## config.mk

```make
export PLATFORM = sky130hd
export DESIGN_NAME = bus_width_adapter
export DESIGN_NICKNAME = d
export VERILOG_FILES = /design/src/rtl/bwa_pkg.sv /design/src/rtl/bwa_width_table.sv /design/src/rtl/bwa_lane_steer.sv /design/src/rtl/bwa_seq.sv /design/src/rtl/bus_width_adapter.sv
export SDC_FILE = /design/constraint.sdc
export NUM_CORES = 1
export LEC_CHECK = 0
export ABC_AREA = 1
export BUFFER_PORTS_ARGS = -buffer_cell sky130_fd_sc_hd__buf_2
export CORE_AREA = 8 8 141 209
export DETAILED_ROUTE_END_ITERATION = 8
export DIE_AREA = 0 0 149 217
export GPL_TIMING_DRIVEN = 0
export SLEW_MARGIN = 10
export SYNTH_ARGS = -nofsm -noshare
export SYNTH_HDL_FRONTEND = slang
export SYNTH_HIERARCHICAL = 1
export SYNTH_SLANG_ARGS = --single-unit
export TNS_END_PERCENT = 10
```

## constraint.sdc

```tcl
create_clock -name clk -period 3.9 [get_ports clk]
set_clock_uncertainty 0.1 [all_clocks]
set_input_delay 0.585 -clock clk [delete_from_list [all_inputs] [get_ports clk]]
set_output_delay 0.585 -clock clk [all_outputs]
set_load 0.005 [all_outputs]
```

## src/rtl/bwa_pkg.sv

```systemverilog
package bwa_pkg;

  typedef enum logic [1:0] {
    SZ_BYTE = 2'd0,
    SZ_WORD = 2'd1,
    SZ_LONG = 2'd2,
    SZ_BAD  = 2'd3
  } size_e;

  typedef enum logic [1:0] {
    ST_IDLE = 2'd0,
    ST_XFER = 2'd1,
    ST_DONE = 2'd2,
    ST_ERR  = 2'd3
  } state_e;

  localparam logic [1:0] WCODE_32 = 2'b10;

  // Byte count of a master access size code.
  function automatic logic [2:0] size_bytes(input logic [1:0] sz);
    case (sz)
      2'd0:    size_bytes = 3'd1;
      2'd1:    size_bytes = 3'd2;
      default: size_bytes = 3'd4;
    endcase
  endfunction

  // Byte count of a device width code (11 behaves as 32-bit).
  function automatic logic [2:0] dev_bytes(input logic [1:0] wc);
    case (wc)
      2'd0:    dev_bytes = 3'd1;
      2'd1:    dev_bytes = 3'd2;
      default: dev_bytes = 3'd4;
    endcase
  endfunction

endpackage

```

## src/rtl/bwa_width_table.sv

```systemverilog
module bwa_width_table
  import bwa_pkg::*;
#(
  parameter int NUM_CS = 5,
  localparam int CSW   = $clog2(NUM_CS),
  localparam int CFG_W = 2 * (NUM_CS - 1)
) (
  input  logic             clk,
  input  logic             rst_n,
  input  logic [1:0]       strap_w,
  input  logic             cfg_we,
  input  logic [CFG_W-1:0] cfg_wdata,
  input  logic [CSW-1:0]   sel_cs,
  output logic [1:0]       sel_w
);

  localparam logic [CSW-1:0] LAST_CS = CSW'(NUM_CS - 1);

  logic [1:0] w_arr [NUM_CS];

  assign w_arr[0] = strap_w;

  for (genvar k = 1; k < NUM_CS; k++) begin : g_space
    logic [1:0] wq;
    logic [1:0] wd;

    always_comb begin
      wd = wq;
      if (cfg_we) wd = cfg_wdata[2*k-1 -: 2];
    end

    always_ff @(posedge clk or negedge rst_n) begin
      if (!rst_n)      wq <= WCODE_32;
      else if (cfg_we) wq <= wd;
    end

    assign w_arr[k] = wq;
  end

  always_comb begin
    if (sel_cs > LAST_CS) sel_w = WCODE_32;
    else                  sel_w = w_arr[sel_cs];
  end

endmodule

```

## src/rtl/bwa_lane_steer.sv

```systemverilog
module bwa_lane_steer
  import bwa_pkg::*;
(
  input  logic [1:0]  dev_w,
  input  logic [1:0]  addr_lo,
  input  logic [2:0]  step,
  input  logic [31:0] slice_wr,
  input  logic [31:0] bus_rd,
  output logic [31:0] bus_wr,
  output logic [31:0] slice_rd
);

  logic [2:0]  devb;
  logic [2:0]  offs;
  logic [2:0]  lane_sh;
  logic [5:0]  bit_sh;
  logic [31:0] mask;

  always_comb begin
    devb    = dev_bytes(dev_w);
    offs    = {1'b0, addr_lo & 2'(devb - 3'd1)};
    // lanes lying below the slice on this device
    lane_sh = devb - offs - step;
    bit_sh  = {lane_sh, 3'b000};
    case (step)
      3'd1:    mask = 32'h0000_00FF;
      3'd2:    mask = 32'h0000_FFFF;
      default: mask = 32'hFFFF_FFFF;
    endcase
    bus_wr   = (slice_wr & mask) << bit_sh;
    slice_rd = (bus_rd >> bit_sh) & mask;
  end

endmodule

```

## src/rtl/bwa_seq.sv

```systemverilog
module bwa_seq
  import bwa_pkg::*;
#(
  parameter int NUM_CS = 5,
  parameter int ADDR_W = 26,
  localparam int CSW   = $clog2(NUM_CS)
) (
  input  logic              clk,
  input  logic              rst_n,
  input  logic              m_req,
  input  logic              m_we,
  input  logic [1:0]        m_size,
  input  logic [CSW-1:0]    m_cs,
  input  logic [ADDR_W-1:0] m_addr,
  input  logic [31:0]       m_wdata,
  input  logic [1:0]        look_w,
  input  logic [31:0]       slice_rd,
  input  logic              e_ack,
  output logic              done_o,
  output logic              err_o,
  output logic              xfer_o,
  output logic              we_o,
  output logic [CSW-1:0]    cs_o,
  output logic [ADDR_W-1:0] addr_o,
  output logic [1:0]        dw_o,
  output logic [2:0]        step_o,
  output logic [31:0]       slice_wr,
  output logic [31:0]       asm_o
);

  localparam logic [CSW-1:0] LAST_CS = CSW'(NUM_CS - 1);

  state_e            st_q, st_d;
  logic              we_q, we_d;
  logic [CSW-1:0]    cs_q, cs_d;
  logic [ADDR_W-1:0] addr_q, addr_d;
  logic [31:0]       wdat_q, wdat_d;
  logic [1:0]        dw_q, dw_d;
  logic [2:0]        step_q, step_d;
  logic [2:0]        left_q, left_d;
  logic [31:0]       asm_q, asm_d;

  logic              bad;
  logic [2:0]        sz_b;
  logic [2:0]        dv_b;
  logic [2:0]        after;
  logic [5:0]        shamt;
  logic              ld_acc;
  logic              ld_beat;

  always_comb begin
    sz_b  = size_bytes(m_size);
    dv_b  = dev_bytes(look_w);
    bad   = (m_size == SZ_BAD) || (m_cs > LAST_CS) ||
            ((m_size == SZ_WORD) && m_addr[0]) ||
            ((m_size == SZ_LONG) && (m_addr[1:0] != 2'b00));
    after = left_q - step_q;
    shamt = {after, 3'b000};

    ld_acc  = (st_q == ST_IDLE) && m_req && !bad;
    ld_beat = (st_q == ST_XFER) && e_ack;

    st_d   = st_q;
    we_d   = we_q;
    cs_d   = cs_q;
    addr_d = addr_q;
    wdat_d = wdat_q;
    dw_d   = dw_q;
    step_d = step_q;
    left_d = left_q;
    asm_d  = asm_q;

    case (st_q)
      ST_IDLE: begin
        if (m_req) st_d = bad ? ST_ERR : ST_XFER;
        if (ld_acc) begin
          we_d   = m_we;
          cs_d   = m_cs;
          addr_d = m_addr;
          wdat_d = m_wdata;
          dw_d   = look_w;
          step_d = (sz_b < dv_b) ? sz_b : dv_b;
          left_d = sz_b;
          asm_d  = '0;
        end
      end
      ST_XFER: begin
        if (ld_beat) begin
          if (!we_q) asm_d = asm_q | (slice_rd << shamt);
          addr_d = addr_q + ADDR_W'(step_q);
          left_d = after;
          if (after == 3'd0) st_d = ST_DONE;
        end
      end
      default: st_d = ST_IDLE;
    endcase
  end

  always_ff @(posedge clk or negedge rst_n) begin
    if (!rst_n) st_q <= ST_IDLE;
    else        st_q <= st_d;
  end

  always_ff @(posedge clk or negedge rst_n) begin
    if (!rst_n) begin
      we_q   <= 1'b0;
      cs_q   <= '0;
      wdat_q <= '0;
      dw_q   <= WCODE_32;
      step_q <= 3'd4;
    end else if (ld_acc) begin
      we_q   <= we_d;
      cs_q   <= cs_d;
      wdat_q <= wdat_d;
      dw_q   <= dw_d;
      step_q <= step_d;
    end
  end

  always_ff @(posedge clk or negedge rst_n) begin
    if (!rst_n) begin
      addr_q <= '0;
      left_q <= 3'd0;
      asm_q  <= '0;
    end else if (ld_acc || ld_beat) begin
      addr_q <= addr_d;
      left_q <= left_d;
      asm_q  <= asm_d;
    end
  end

  assign done_o   = (st_q == ST_DONE);
  assign err_o    = (st_q == ST_ERR);
  assign xfer_o   = (st_q == ST_XFER);
  assign we_o     = we_q;
  assign cs_o     = cs_q;
  assign addr_o   = addr_q;
  assign dw_o     = dw_q;
  assign step_o   = step_q;
  assign slice_wr = wdat_q >> shamt;
  assign asm_o    = asm_q;

endmodule

```

## src/rtl/bus_width_adapter.sv

```systemverilog
module bus_width_adapter
  import bwa_pkg::*;
#(
  parameter int NUM_CS = 5,
  parameter int ADDR_W = 26,
  localparam int CSW   = $clog2(NUM_CS),
  localparam int CFG_W = 2 * (NUM_CS - 1)
) (
  input  logic              clk,
  input  logic              rst_n,
  input  logic [1:0]        strap_cs0_w,
  input  logic              cfg_we,
  input  logic [CFG_W-1:0]  cfg_wdata,
  input  logic              m_req,
  input  logic              m_we,
  input  logic [1:0]        m_size,
  input  logic [CSW-1:0]    m_cs,
  input  logic [ADDR_W-1:0] m_addr,
  input  logic [31:0]       m_wdata,
  output logic              m_done,
  output logic              m_err,
  output logic [31:0]       m_rdata,
  output logic              e_req,
  output logic              e_we,
  output logic [CSW-1:0]    e_cs,
  output logic [ADDR_W-1:0] e_addr,
  output logic [31:0]       e_wdata,
  input  logic [31:0]       e_rdata,
  input  logic              e_ack
);

  // reset: asserted asynchronously, released on the clock
  logic [1:0] rsync_q;
  logic       rst_int_n;

  always_ff @(posedge clk or negedge rst_n) begin
    if (!rst_n) rsync_q <= 2'b00;
    else        rsync_q <= {rsync_q[0], 1'b1};
  end
  assign rst_int_n = rsync_q[1];

  logic [1:0]  look_w;
  logic [1:0]  dw;
  logic [2:0]  step;
  logic [31:0] slice_wr;
  logic [31:0] slice_rd;
  logic [31:0] lanes_wr;
  logic        xfer;

  bwa_width_table #(.NUM_CS(NUM_CS)) u_wtab (
    .clk       (clk),
    .rst_n     (rst_int_n),
    .strap_w   (strap_cs0_w),
    .cfg_we    (cfg_we),
    .cfg_wdata (cfg_wdata),
    .sel_cs    (m_cs),
    .sel_w     (look_w)
  );

  bwa_seq #(.NUM_CS(NUM_CS), .ADDR_W(ADDR_W)) u_seq (
    .clk      (clk),
    .rst_n    (rst_int_n),
    .m_req    (m_req),
    .m_we     (m_we),
    .m_size   (m_size),
    .m_cs     (m_cs),
    .m_addr   (m_addr),
    .m_wdata  (m_wdata),
    .look_w   (look_w),
    .slice_rd (slice_rd),
    .e_ack    (e_ack),
    .done_o   (m_done),
    .err_o    (m_err),
    .xfer_o   (xfer),
    .we_o     (e_we),
    .cs_o     (e_cs),
    .addr_o   (e_addr),
    .dw_o     (dw),
    .step_o   (step),
    .slice_wr (slice_wr),
    .asm_o    (m_rdata)
  );

  bwa_lane_steer u_steer (
    .dev_w    (dw),
    .addr_lo  (e_addr[1:0]),
    .step     (step),
    .slice_wr (slice_wr),
    .bus_rd   (e_rdata),
    .bus_wr   (lanes_wr),
    .slice_rd (slice_rd)
  );

  assign e_req   = xfer;
  assign e_wdata = (xfer && e_we) ? lanes_wr : 32'h0;

endmodule

```

### Yosys cells after proc, flatten, opt, wreduce, memory -nomap -nowiden

Index checks and enable logic that the tools add are counted.
Widths: inputs -> output; s select.

| operators by class | value |
|---|---|
| add/subtract/negate cells | 5 |
| order comparisons | 3 |
| eq/ne operators | 15 |
| shifts and indexed selects | 4 |
| multiplexer cells | 25 |
| bitwise operators | 5 |
| reductions and logical operators | 22 |

Operators with widths:

| cell | count |
|---|---|
| $mux 32 | 4 |
| $pmux 32 s2 | 2 |
| $and 32x32->32 | 2 |
| $shl 32x6->32 | 2 |
| $shr 32x6->32 | 2 |
| $mux 26 | 2 |
| $pmux 26 s2 | 1 |
| $or 32x32->32 | 1 |
| $add 26x3->26 | 1 |
| $pmux 3 s2 | 4 |
| $mux 2 | 7 |
| $mux 3 | 3 |
| $eq 2x1->1 const B | 4 |
| $eq 2x2->1 const B | 4 |
| $logic_not 2->1 | 4 |
| $bmux 2 s3 | 1 |
| $logic_and 1x1->1 | 6 |
| $ne 2x1->1 const B | 3 |
| $sub 3x3->3 | 2 |
| $reduce_and 5->1 | 1 |
| $ge 4x4->1 const B | 1 |
| $logic_or 1x1->1 | 4 |
| $ne 2x2->1 const B | 2 |
| $not 3->4 | 1 |
| 14 further kinds | 15 |

| storage, ports and cells | value |
|---|---|
| flip-flop bits (word level) | 114 |
| input bits | 111 |
| output and inout bits | 97 |
| logic and storage cells | 93 |

### Depth between registers and ports, before layout

Gate-level depths: netlist of run 1.

| logic depth | value |
|---|---|
| depth after elaboration | 13 |
| depth in mapped cells | 21 |
| depth with buffers taken out | 19 |

### Modules after synthesis

Netlist of run 1, hierarchy kept.

By module, submodules not included:

| module | instances | cells each | area an instance (um^2) |
|---|---|---|---|
| bwa_seq | 1 | 984 | 6597.6 |
| bwa_lane_steer | 1 | 390 | 1705.4 |
| bus_width_adapter | 1 | 71 | 424.2 |
| bwa_width_table | 1 | 56 | 414.1 |

### Worst setup path before layout of run 1

OpenSTA, ideal clock, no wires.

| timing | value |
|---|---|
| kind | register to output |
| from | reg u_seq.step_q[0], in the netlist u_seq/step_o[0] |
| to | out e_wdata[20] |
| arrival time | 2.453 ns |
| required time | 3.215 ns |
| path slack | 0.762 ns |
| stages on the path, launching flop included | 14 |
| buffers on the path | 2 |
| cells stage by stage | dfrtp_1 > ha_1 > inv_1 > fa_1 > buf_2 > buf_1 > a21oi_1 > a221oi_1 > nand2_1 > nand2_1 > nand3_1 > nor2_1 > inv_1 > nor2_4 |

| on the way | value |
|---|---|
| longest elaborated chain between the ends | 5 |
| elaborated cells on any way between the ends | 9 |
| those cells by class | add/sub (2); eq/ne (2); shift (2); mux (2); bitwise (1) |

Ends and longest elaborated chain:

| item | RTL line | text |
|---|---|---|
| start: declaration | bwa_seq.sv:39 | `logic [2:0] step_q, step_d;` |
| start signal: assignment | bwa_seq.sv:116 | `step_q <= step_d;` |
| $sub 3x3->3 | bwa_seq.sv:57 | `after = left_q - step_q;` |
| $shr 32x6->32 | bwa_seq.sv:140 | `assign slice_wr = wdat_q >> shamt;` |
| named net slice_wr[4] | bus_width_adapter.sv:45 | `logic [31:0] slice_wr;` |
| $and 32x32->32 | bwa_lane_steer.sv:30 | `bus_wr = (slice_wr & mask) << bit_sh;` |
| $shl 32x6->32 | bwa_lane_steer.sv:30 |  |
| named net lanes_wr[20] | bus_width_adapter.sv:47 | `logic [31:0] lanes_wr;` |
| $mux 32 | bus_width_adapter.sv:95 | `assign e_wdata = (xfer && e_we) ? lanes_wr : 32'h0;` |
| end: declaration | bus_width_adapter.sv:27 | `output logic [31:0] e_wdata,` |

The timed path passes the listed nets, and every way through them passes these cells.

### Final worst setup path of run 1

| timing | value |
|---|---|
| from | reg u_seq.step_q[0], in the netlist u_seq/step_o[0] |
| to | out e_wdata[18] |

Same word-level chain as after synthesis.

==> impl_metrics.sql, run 1 <==
INSERT INTO impl_metrics (metric_group, metric, value, unit) VALUES
('cts', 'cts_root_buf', 'clkbuf_16', ''),
('timing', 'slew_at_the_pin_with_the_worst_max_slew_slack', '0.689', 'ns'),
('worst_setup_path', 'ff2ff_setup_slack', '0.41', 'ns'),
('timing', 'slew_hr', '54.1', '%'),
('global_routing', 'grt_usage', '21.8', '%'),
('cts', 'clock_sinks', '114', ''),
('worst_setup_path', 'crit_path_max_fanout', '10', ''),
('worst_setup_path', 'reg_to_reg_critical_path_startpoint', 'u_seq/dw_o[1]', ''),
('cts', 'cts_inserted_buffers', '17', ''),
('worst_setup_path', 'r2r_cells', '17', ''),
('yosys', 'asyncSetResetFlopFracSynth', '100', '%'),
('placed_design', 'io_buffers', '207', ''),
('global_routing', 'wire_length_of_the_first_global_routing_pass', '56.1', 'mm'),
('yosys', 'synth_edf_count', '0', ''),
('die', 'design.portCount', '208', ''),
('global_routing', 'first_global_vias', '10800', ''),
('timing', 'fmax', '262', 'MHz'),
('drt', 'detailedRoute.firstIterationViolations', '639', ''),
('drt', 'wire_per_inst', '16.8', 'um'),
('timing', 'min_period', '3.81', 'ns'),
('placed_design', 'post-place-ws', '-0.312', 'ns'),
('cts', 'worst_setup_hold_path_clk_slew', '0.06', 'ns'),
('worst_setup_path', 'worst-path-buf-inv', '6', ''),
('outcome', 'status', 'finished clean', ''),
('timing', 'rsz0062_at_grt', 'true', ''),
('timing', 'maxSlewViolCount', '0', ''),
('cts', 'tritoncts', 'yes', ''),
('die', 'die-area', '0.0323', 'sq mm'),
('job', 'maxCapViolCount', '0', ''),
('placed_design', 'post_place_cells', '2047', ''),
('worst_setup_path', 'worst_setup_path_start_kind', 'flip-flop', ''),
('yosys', 'synth_top_flop_cell', 'dfrtp_1', ''),
('timing', 'finalSetupViolCount', '0', ''),
('yosys', 'synth_cells', '1501', ''),
('die', 'num_rows', '73', ''),
('placed_design', 'place.gp.congestion', '0.937', ''),
('yosys', 'postSynthRegisterBits', '114', ''),
('worst_setup_path', 'critical_path.top_delay_family', 'adder cells', ''),
('global_routing', 'initial_antenna_violation_count', '0', ''),
('worst_setup_path', 'critical_path_cell_by_cell', 'ha_1 > inv_1 > fa_2 > buf_8 > buf_8 > a21oi_1 > a221oi_2 > buf_4 > nand2_1 > nand2_1 > nand3_1 > nor2_1 > inv_1 > nor2_2 > buf_2', ''),
('layout', 'cell_count_final_fillers_out', '2088', ''),
('timing', 'finalCritPeriodShare', '97.8', '%'),
('yosys', 'synth_area', '0.00914', 'sq mm'),
('drt', 'met2_wirelength', '17.9', 'mm'),
('layout', 'final_layout_size_suffix_gt1_share', '23.2', '%'),
('global_routing', 'grt_max_degree', '50', ''),
('drt', 'route.layer.met1.wl', '13.4', 'mm'),
('yosys', 'synth_cell_types', '41', ''),
('drt', 'route.final.wire_length', '35.0', 'mm'),
('timing', 'final_hold_viol_count', '0', ''),
('layout', 'antenna_cells', '0', ''),
('worst_hold_path', 'holdCritPathClass', 'flip-flop to asynchronous set/reset pin', ''),
('worst_setup_path', 'worstSetupEndpointType', 'primary output', ''),
('cts', 'clock_latency', '0.42', 'ns'),
('worst_setup_path', 'timing.rr.end', 'u_seq/asm_o[28]', ''),
('drt', 'vias', '10300', ''),
('worst_setup_path', 'worst-path-stages', '15', ''),
('cts', 'cts_max_level', '4', ''),
('drt', 'firstDrtPassIters', '6', ''),
('drt', 'top_layer', 'met4', ''),
('die', 'die_w', '149', 'um'),
('yosys', 'postSynthNetCount', '1623', ''),
('die', 'floorplan.initialDensity', '34.8', '%'),
('yosys', 'yosysSeqAreaShare', '31.3', '%'),
('yosys', 'ys.warnings.count', '6', ''),
('die', 'coreArea', '0.0263', 'sq mm'),
('layout', 'finalNetCount', '1860', ''),
('drt', 'met3WireLength', '2.08', 'mm'),
('worst_setup_path', 'worst-setup-path-type', 'flip-flop to primary output', ''),
('worst_setup_path', 'worstPathArrival', '3.13', 'ns'),
('placed_design', 'dp_hpwl', '28.6', 'mm'),
('worst_setup_path', 'worst_ep_required_time', '3.21', 'ns'),
('timing', 'fin_ws', '0.0853', 'ns'),
('drt', 'antenna_violating_nets_post_route', '0', ''),
('global_routing', 'gr-total-overflow', '0', ''),
('drt', 'total_drc_errors_in_the_routed_layout', '0', ''),
('worst_setup_path', 'critical-path-slowest-cell', 'fa_2', ''),
('cts', 'cts.path.max_buffers', '2', ''),
('yosys', 'post_synth.cell_area_avg', '6.09', 'sq um'),
('worst_setup_path', 'critPathMaxStageDelay', '0.61', 'ns'),
('die', 'die_height', '217', 'um'),
('drt', 'number_of_vias_per_cell_after_detailed_routing', '4.94', ''),
('layout', 'layout-area-overhead-vs-synth', '25.3', '%'),
('layout', 'nFillCells', '2858', '');
## kinds of logic after synthesis
| logic type | after synthesis | share of synthesized area, % |
|---|---|---|
| xor gates and xnor gates | 4 | 0.383 |
| buffers and inverters | 249 | 11.3 |
| muxes | 1 | 0.123 |
| AOI/OAI and AO/OA | 219 | 13.6 |
| other | 1 | 0.0410 |
| adders and majority gates | 11 | 1.83 |
| DFF | 114 | 31.3 |
| and+or+nand+nor | 902 | 41.4 |
## flip-flops by register name, summed over array words and instances, names as in the netlist
| name | count |
|---|---|
| u_seq/st_q | 2 |
| u_seq/dw_o | 2 |
| u_seq/wdat_q | 32 |
| u_wtab/g_space.wq | 8 |
| u_seq/cs_o | 3 |
| u_seq/we_o | 1 |
| u_seq/step_o | 3 |
| rsync_q | 2 |
| u_seq/left_q | 3 |
| u_seq/addr_o | 26 |
| u_seq/asm_o | 32 |
## final cells by class
cell class / instances / area [sq um] / area share (%)
clock buffer: 21 / 460 / 4.02
inverter: 165 / 626 / 5.46
sequential: 114 / 2870 / 25.0
buffer: 82 / 485 / 4.24
clock inverter: 11 / 113 / 0.983
timing repair buffer: 220 / 1170 / 10.2
tap: 337 / 422 / 3.68
multi-input combinational: 1138 / 5310 / 46.4
## Yosys cell counts, types with 7 or more instances
cell type,n,area [sq um]
a21oi_1,66,330
a221oi_1,8,70.1
a22oi_1,8,60.1
a31oi_1,8,50.1
and2_1,8,50.1
buf_2,37,185
clkbuf_1,35,131
dfrtp_1,108,2700
ha_1,7,87.6
inv_1,154,578
inv_2,8,30.0
nand2_1,543,2040
nand3_1,106,531
nor2_1,166,623
nor2_2,38,238
nor3_1,9,45.0
o211ai_1,23,173
o21a_1,12,90.1
o21ai_0,80,400
o21ai_1,13,65.1
or2_2,7,43.8
## layout by cell type, fill, tap and decap left out, types with 9 or more instances in the layout
master / n
a21oi_1: 66
inv_2: 11
inv_1: 150
nand2_1: 540
buf_2: 242
o211ai_1: 23
clkbuf_16: 17
buf_4: 15
nand2_2: 9
nor3_1: 9
nor2_1: 164
o21a_1: 12
o21ai_1: 20
clkbuf_1: 23
nand3_1: 106
dfrtp_1: 105
o21ai_0: 73
nor2_2: 40
## what timing repair did
action | in CTS | in global routing
endpoints found under the setup margin | 32 | 32
pin swaps | 6 | 10
endpoints found under the hold margin | 2 | 0
resized for setup | 20 | 58
setup buffers | 8 | 2
hold buffers | 1 | 0
## per-layer routing
metal  vias up  track usage (%)
met3        88             3.93
met5         -                0
met4         0             12.1
met2       373             39.4
li1       5190                -
met1      4671             23.5
## worst max path at each step
stage / startpoint / end / slack [ns]
3_3_place_gp: rsync_q[1] / u_seq/asm_o[24] / -1.11
2_1_floorplan: rsync_q[1] / u_seq/addr_o[0] / 0.40
5_1_grt: u_seq/dw_o[1] / e_wdata[12] / -0.04
3_5_place_dp: u_seq/step_o[0] / e_wdata[21] / -0.31
6_report: u_seq/step_o[0] / e_wdata[18] / 0.09
4_1_cts: u_seq/left_q[0] / e_wdata[18] / 0.00006
## through the flow
step	utilization [%]	cell area, sq um	setup TNS (ns)	hold slack [ns]
after global placement	40.3	10600	-120.23	0.241
after detailed placement	40.5	10700	-4.14	0.183
after global routing	43.5	11500	-0.191	0.197
final	43.5	11500	0	0.164
after CTS	43.2	11400	0	0.179
after floorplan	-	9140	0	0.189
Power of run 1 is not shown: default switching activity piles up to over one toggle a cycle in this logic, so the estimate is an artifact.
==> run 2, diff against run 1 <==
--- a/config.mk
+++ b/config.mk
@@ -10,6 +10,7 @@
 export CORE_AREA = 8 8 141 209
 export DETAILED_ROUTE_END_ITERATION = 8
 export DIE_AREA = 0 0 149 217
+export GPL_ROUTABILITY_DRIVEN = 0
 export GPL_TIMING_DRIVEN = 0
 export SLEW_MARGIN = 10
 export SYNTH_ARGS = -nofsm -noshare
==> constraint.sdc (replaced) <==
create_clock -name clk -period 3.9 [get_ports clk]
set_clock_uncertainty 0.1 [all_clocks]
set_input_delay 0.585 -clock clk [delete_from_list [all_inputs] [get_ports clk]]
set_output_delay 0.585 -clock clk [all_outputs]
set_load 0.01 [all_outputs]
==> run 2 against run 1 <==
Die area unchanged. Non-clock buffer count fell by 3. Sequential share of layout area up 0.11 points. Largest cell class unchanged. Utilization is 0.19 points lower. Count of clock-buffer cells in the layout fell by 3. Routed wire length decreased by 4.5%. Critical path type unchanged. Critical endpoint is now e_wdata[16]. Maximum frequency increased by 2.2%. Hold slack better by 0.081 ns. Global-route usage down 1.4 points. Worst setup slack improved by 0.081 ns. First-iteration DRC count is 1.7% lower.
==> impl_metrics.sql, run 2 (synthesis gave the netlist of run 1 again) <==
INSERT INTO impl_metrics (metric_group, metric, value, unit) VALUES
('worst_hold_path', 'min_delay_worst_endpoint', 'rsync_q[1]', ''),
('layout', 'antenna_cells', '0', ''),
('worst_setup_path', 'reg_to_reg_critical_path_startpoint', 'u_seq/dw_o[1]', ''),
('worst_hold_path', 'hold_critical_path_depth', '0', ''),
('die', 'floorplan.initialDensity', '34.8', '%'),
('worst_setup_path', 'worst_ep_required_time', '3.21', 'ns'),
('worst_hold_path', 'holdCritPathClass', 'flip-flop to flip-flop', ''),
('die', 'die-area', '0.0323', 'sq mm'),
('global_routing', 'grt_usage', '20.4', '%'),
('cts', 'cts.path.max_buffers', '2', ''),
('worst_setup_path', 'timing.rr.end', 'u_seq/asm_o[25]', ''),
('timing', 'slew_at_the_pin_with_the_worst_max_slew_slack', '0.727', 'ns'),
('timing', 'min_period', '3.73', 'ns'),
('cts', 'cts_inserted_buffers', '17', ''),
('layout', 'final_layout_size_suffix_gt1_share', '22.7', '%'),
('cts', 'cts_max_level', '4', ''),
('timing', 'final_hold_viol_count', '0', ''),
('global_routing', 'wire_length_of_the_first_global_routing_pass', '52.7', 'mm'),
('drt', 'antenna_violating_nets_post_route', '0', ''),
('cts', 'cts_root_buf', 'clkbuf_16', ''),
('worst_setup_path', 'r2r_cells', '14', ''),
('timing', 'finalCritPeriodShare', '95.7', '%'),
('drt', 'firstDrtPassIters', '6', ''),
('die', 'num_rows', '73', ''),
('worst_setup_path', 'worst-setup-path-type', 'flip-flop to primary output', ''),
('worst_setup_path', 'startpoint', 'u_seq/step_o[0]', ''),
('drt', 'total_drc_errors_in_the_routed_layout', '0', ''),
('global_routing', 'initial_antenna_violation_count', '0', ''),
('worst_setup_path', 'worstSetupEndpointType', 'primary output', ''),
('worst_setup_path', 'worst_setup_path_start_kind', 'flip-flop', ''),
('global_routing', 'first_global_vias', '10200', ''),
('timing', 'rsz0062_at_grt', 'true', ''),
('cts', 'clock_sinks', '114', ''),
('placed_design', 'dp_hpwl', '27.2', 'mm'),
('die', 'die_height', '217', 'um'),
('drt', 'number_of_vias_per_cell_after_detailed_routing', '4.91', ''),
('placed_design', 'io_buffers', '207', ''),
('layout', 'finalNetCount', '1857', ''),
('worst_setup_path', 'worstPathArrival', '3.05', 'ns'),
('worst_setup_path', 'ff2ff_setup_slack', '0.37', 'ns'),
('drt', 'detailedRoute.firstIterationViolations', '628', ''),
('worst_setup_path', 'crit_path_max_fanout', '10', ''),
('layout', 'most_frequent_cells_in_the_layout', '541 x nand2_1, 241 x buf_2, 166 x nor2_1', ''),
('timing', 'finalSetupViolCount', '0', ''),
('cts', 'clock_latency', '0.42', 'ns'),
('timing', 'smallest_hold_slack', '0.245', 'ns'),
('global_routing', 'grt_max_degree', '60', ''),
('drt', 'vias', '10200', ''),
('worst_hold_path', 'worst_hold_startpoint', 'rsync_q[0]', ''),
('outcome', 'status', 'finished clean', ''),
('job', 'maxCapViolCount', '0', ''),
('die', 'die_w', '149', 'um'),
('timing', 'fmax', '268', 'MHz'),
('layout', 'most_common_cell_after_layout_fill_and_taps_aside', 'nand2_1', ''),
('drt', 'wire_per_inst', '16.0', 'um'),
('global_routing', 'gr-total-overflow', '0', ''),
('timing', 'maxSlewViolCount', '0', ''),
('drt', 'route.final.wire_length', '33.4', 'mm'),
('layout', 'layout-area-overhead-vs-synth', '24.8', '%'),
('timing', 'slew_hr', '51.5', '%'),
('die', 'coreArea', '0.0263', 'sq mm'),
('die', 'design.portCount', '208', ''),
('cts', 'tritoncts', 'yes', ''),
('cts', 'worst_setup_hold_path_clk_slew', '0.06', 'ns');
run 2: changes by cell type in the layout (fill, tap and decap cells not counted), sizes merged:
cell	change
buf	-4
clkbuf	-2
clkinv	+2
clkinvlp	-3
inv	+4
run 2: through the flow:
step / cells / cell area, sq um / worst slack, ns / TNS, ns / util (%)
2_1_floorplan: 1501 / 9140 / 0.399 / 0 / -
3_3_place_gp: 2045 / 10600 / -1.10 / -118.51 / 40.3
3_5_place_dp: 2046 / 10600 / -0.291 / -3.96 / 40.4
4_1_cts: 2084 / 11300 / 0.0173 / 0 / 43.1
5_1_grt: 2085 / 11400 / -0.0336 / -0.141 / 43.4
6_report: 2085 / 11400 / 0.166 / 0 / 43.4
run 2: critical path, stage by stage (launching register included):
cell and delay (ns):
dfrtp_2 0.40, ha_1 0.16, inv_1 0.05, fa_2 0.59
buf_6 0.14, clkbuf_8 0.18, a21oi_1 0.07, a221oi_2 0.22
buf_4 0.17, nand2_1 0.08, nand2_1 0.10, nand3_1 0.10
nor2_1 0.10, inv_1 0.06, nor2_2 0.08, buf_2 0.12
run 2: repair_timing:
| action | 4_1_cts | 5_1_grt |
|---|---|---|
| buffers inserted | 6 | 2 |
| endpoints found under the setup margin | 32 | 32 |
| hold endpoints to repair | 2 | 0 |
| resized for setup | 17 | 37 |
| pin swaps | 5 | 5 |
| hold buffers | 1 | 0 |
run 2: final cells by class:
| cell class | count | area, sq um |
|---|---|---|
| multi-input cells | 1138 | 5310 |
| clock buffers | 18 | 439 |
| repair buffers | 217 | 1130 |
| flip-flops and latches | 114 | 2870 |
| well taps | 337 | 422 |
| plain buffers | 82 | 460 |
| inverters | 165 | 622 |
| fillers | 2876 | 14900 |
| clock inverters | 14 | 156 |
run 2: worst max-delay path by stage:
stage	depth (start not counted)	endpoint
3_3_place_gp	0	u_seq/asm_o[25]
4_1_cts	13	e_wdata[20]
5_1_grt	17	e_wdata[24]
2_1_floorplan	0	u_seq/addr_o[0]
6_report	15	e_wdata[16]
3_5_place_dp	14	e_wdata[20]
run 2: routing by layer:
| layer | part of all wire [%] | GRT usage, % | vias to the layer above |
|---|---|---|---|
| met3 | 6.2 | 3.76 | 68 |
| met5 | 0 | 0 | - |
| met2 | 51 | 36.9 | 372 |
| met4 | 4.2 | 10.7 | 0 |
| met1 | 38 | 22.0 | 4616 |
| li1 | - | - | 5186 |
Power of run 2 is left out for the same reason.
==> run 3, diff against run 2 <==
--- a/config.mk
+++ b/config.mk
@@ -11,7 +11,6 @@
 export DETAILED_ROUTE_END_ITERATION = 8
 export DIE_AREA = 0 0 149 217
 export GPL_ROUTABILITY_DRIVEN = 0
-export GPL_TIMING_DRIVEN = 0
 export SLEW_MARGIN = 10
 export SYNTH_ARGS = -nofsm -noshare
 export SYNTH_HDL_FRONTEND = slang
==> run 3 against run 2 <==
Register-to-register slack better by 0.21 ns. Die area stayed put. Flip-flop and latch count stayed put. Hold slack better by 0.0076 ns. Maximum frequency is 1.6% lower. Routed wire length is 7.3% lower. First-iteration DRC count is 4.3% lower. Count of clock-buffer cells in the layout is 1 higher. Largest cell class unchanged.
==> impl_metrics.sql, run 3 (synthesis gave the netlist of run 1 again) <==
INSERT INTO impl_metrics (metric_group, metric, value, unit) VALUES
('timing', 'slew_hr', '35.7', '%'),
('layout', 'layout-area-overhead-vs-synth', '23.9', '%'),
('global_routing', 'wire_length_of_the_first_global_routing_pass', '50.2', 'mm'),
('cts', 'clock_latency', '0.42', 'ns'),
('timing', 'maxSlewViolCount', '0', ''),
('timing', 'finalCritPeriodShare', '97.3', '%'),
('worst_setup_path', 'worst_ep_required_time', '3.21', 'ns'),
('cts', 'cts.path.max_buffers', '2', ''),
('timing', 'finalSetupViolCount', '0', ''),
('die', 'die_w', '149', 'um'),
('timing', 'min_period', '3.79', 'ns'),
('worst_hold_path', 'holdCritPathClass', 'flip-flop to flip-flop', ''),
('placed_design', 'place_area', '0.0104', 'sq mm'),
('global_routing', 'initial_antenna_violation_count', '4', ''),
('placed_design', 'dp_hpwl', '23.5', 'mm'),
('drt', 'detailedRoute.firstIterationViolations', '601', ''),
('worst_setup_path', 'worst_setup_path_start_kind', 'flip-flop', ''),
('worst_setup_path', 'worst-setup-path-type', 'flip-flop to primary output', ''),
('die', 'design.portCount', '208', ''),
('outcome', 'status', 'finished clean', ''),
('cts', 'clock_sinks', '114', ''),
('layout', 'finalNetCount', '1802', ''),
('die', 'die-area', '0.0323', 'sq mm'),
('drt', 'number_of_vias_per_cell_after_detailed_routing', '4.88', ''),
('timing', 'slew_at_the_pin_with_the_worst_max_slew_slack', '0.961', 'ns'),
('cts', 'worst_setup_hold_path_clk_slew', '0.06', 'ns'),
('layout', 'utilization', '43.0', '%'),
('worst_setup_path', 'crit_path_max_fanout', '8', ''),
('global_routing', 'grt_max_degree', '70', ''),
('timing', 'rsz0062_at_grt', 'true', ''),
('cts', 'cts_max_level', '4', ''),
('drt', 'route.final.wire_length', '31.0', 'mm'),
('timing', 'fmax', '264', 'MHz'),
('timing', 'final_hold_viol_count', '0', ''),
('cts', 'tritoncts', 'yes', ''),
('die', 'die_height', '217', 'um'),
('job', 'maxCapViolCount', '0', ''),
('drt', 'antenna_violating_nets_post_route', '0', ''),
('global_routing', 'gr-total-overflow', '0', ''),
('layout', 'final_design_area_no_fill', '0.0113', 'sq mm'),
('layout', 'most_common_cell_after_layout_fill_and_taps_aside', 'nand2_1', ''),
('drt', 'firstDrtPassIters', '5', ''),
('worst_setup_path', 'worstPathArrival', '3.11', 'ns'),
('worst_setup_path', 'worstSetupEndpointType', 'primary output', ''),
('layout', 'final_layout_size_suffix_gt1_share', '22.2', '%'),
('placed_design', 'io_buffers', '207', ''),
('drt', 'vias', '9909', ''),
('cts', 'cts_inserted_buffers', '17', ''),
('drt', 'wire_per_inst', '15.3', 'um'),
('die', 'num_rows', '73', ''),
('layout', 'most_frequent_cells_in_the_layout', '540 x nand2_1, 207 x buf_2, 165 x nor2_1', ''),
('die', 'coreArea', '0.0263', 'sq mm'),
('cts', 'cts_root_buf', 'clkbuf_16', ''),
('global_routing', 'first_global_vias', '9911', ''),
('die', 'floorplan.initialDensity', '34.8', '%'),
('drt', 'total_drc_errors_in_the_routed_layout', '0', ''),
('global_routing', 'grt_usage', '19.1', '%');
-- run 3: critical path, stage by stage, from the launching register on --
cell and delay, ns:
dfrtp_1 0.37, inv_2 0.08, ha_4 0.12, inv_1 0.05, fa_2 0.70, buf_12 0.16, a21oi_1 0.05, a221oi_2 0.36
nand2_1 0.21, nand2_1 0.10, nand3_1 0.10, nor2_1 0.10, inv_1 0.05, nor2_2 0.08, buf_2 0.15
-- run 3: final timing paths --
path	start	to	slack [ns]	cells past startpoint
worst max register to register	u_seq/dw_o[1]	u_seq/asm_o[12]	0.58	18
worst min register to register	rsync_q[0]	rsync_q[1]	0.25	0
worst min-delay path	rsync_q[0]	rsync_q[1]	0.25	0
min in group asynchronous	rsync_q[1]	u_seq/addr_o[25]	0.38	0
worst max-delay path	u_seq/left_q[0]	e_wdata[16]	0.11	14
max in group asynchronous	rsync_q[1]	u_seq/asm_o[27]	2.55	1
-- run 3: layer usage --
metal	global-route usage (%)	vias up	share of wire, %	wire [um]
li1	-	5072	-	-
met1	21.4	4493	41	12600
met2	34.0	274	50	15400
met3	4.09	64	6.2	1920
met4	7.94	6	3.2	998
met5	0	-	0.097	30
-- run 3: final cells by class --
cell class              instances  area [sq um]
diodes                          1          2.50
clock buffers                  19           453
clock inverters                13           230
fillers                      2861         15000
inverters                     165           629
multi-input cells            1138          5330
flip-flops and latches        114          2870
well taps                     337           422
repair buffers                244          1390
-- run 3: repair_timing --
action	4_1_cts	5_1_grt
resized for setup	12	19
hold buffers	1	0
endpoints found under the hold margin	2	0
setup buffers	0	13
setup endpoints to repair	29	31
cloned	0	1
pin swaps	1	10
-- run 3: stage by stage --
| step | TNS, ns | cells | hold WS, ns | setup WS, ns |
|---|---|---|---|---|
| floorplan | 0 | 1501 | 0.189 | 0.399 |
| global placement | 0 | 1983 | 0.236 | 0.214 |
| detailed placement | 0 | 1983 | 0.243 | 0.222 |
| CTS | 0 | 2016 | 0.241 | 0.0267 |
| global route | -0.219 | 2031 | 0.258 | -0.0474 |
| finish | 0 | 2031 | 0.252 | 0.106 |
Power of run 3 is left out for the same reason.
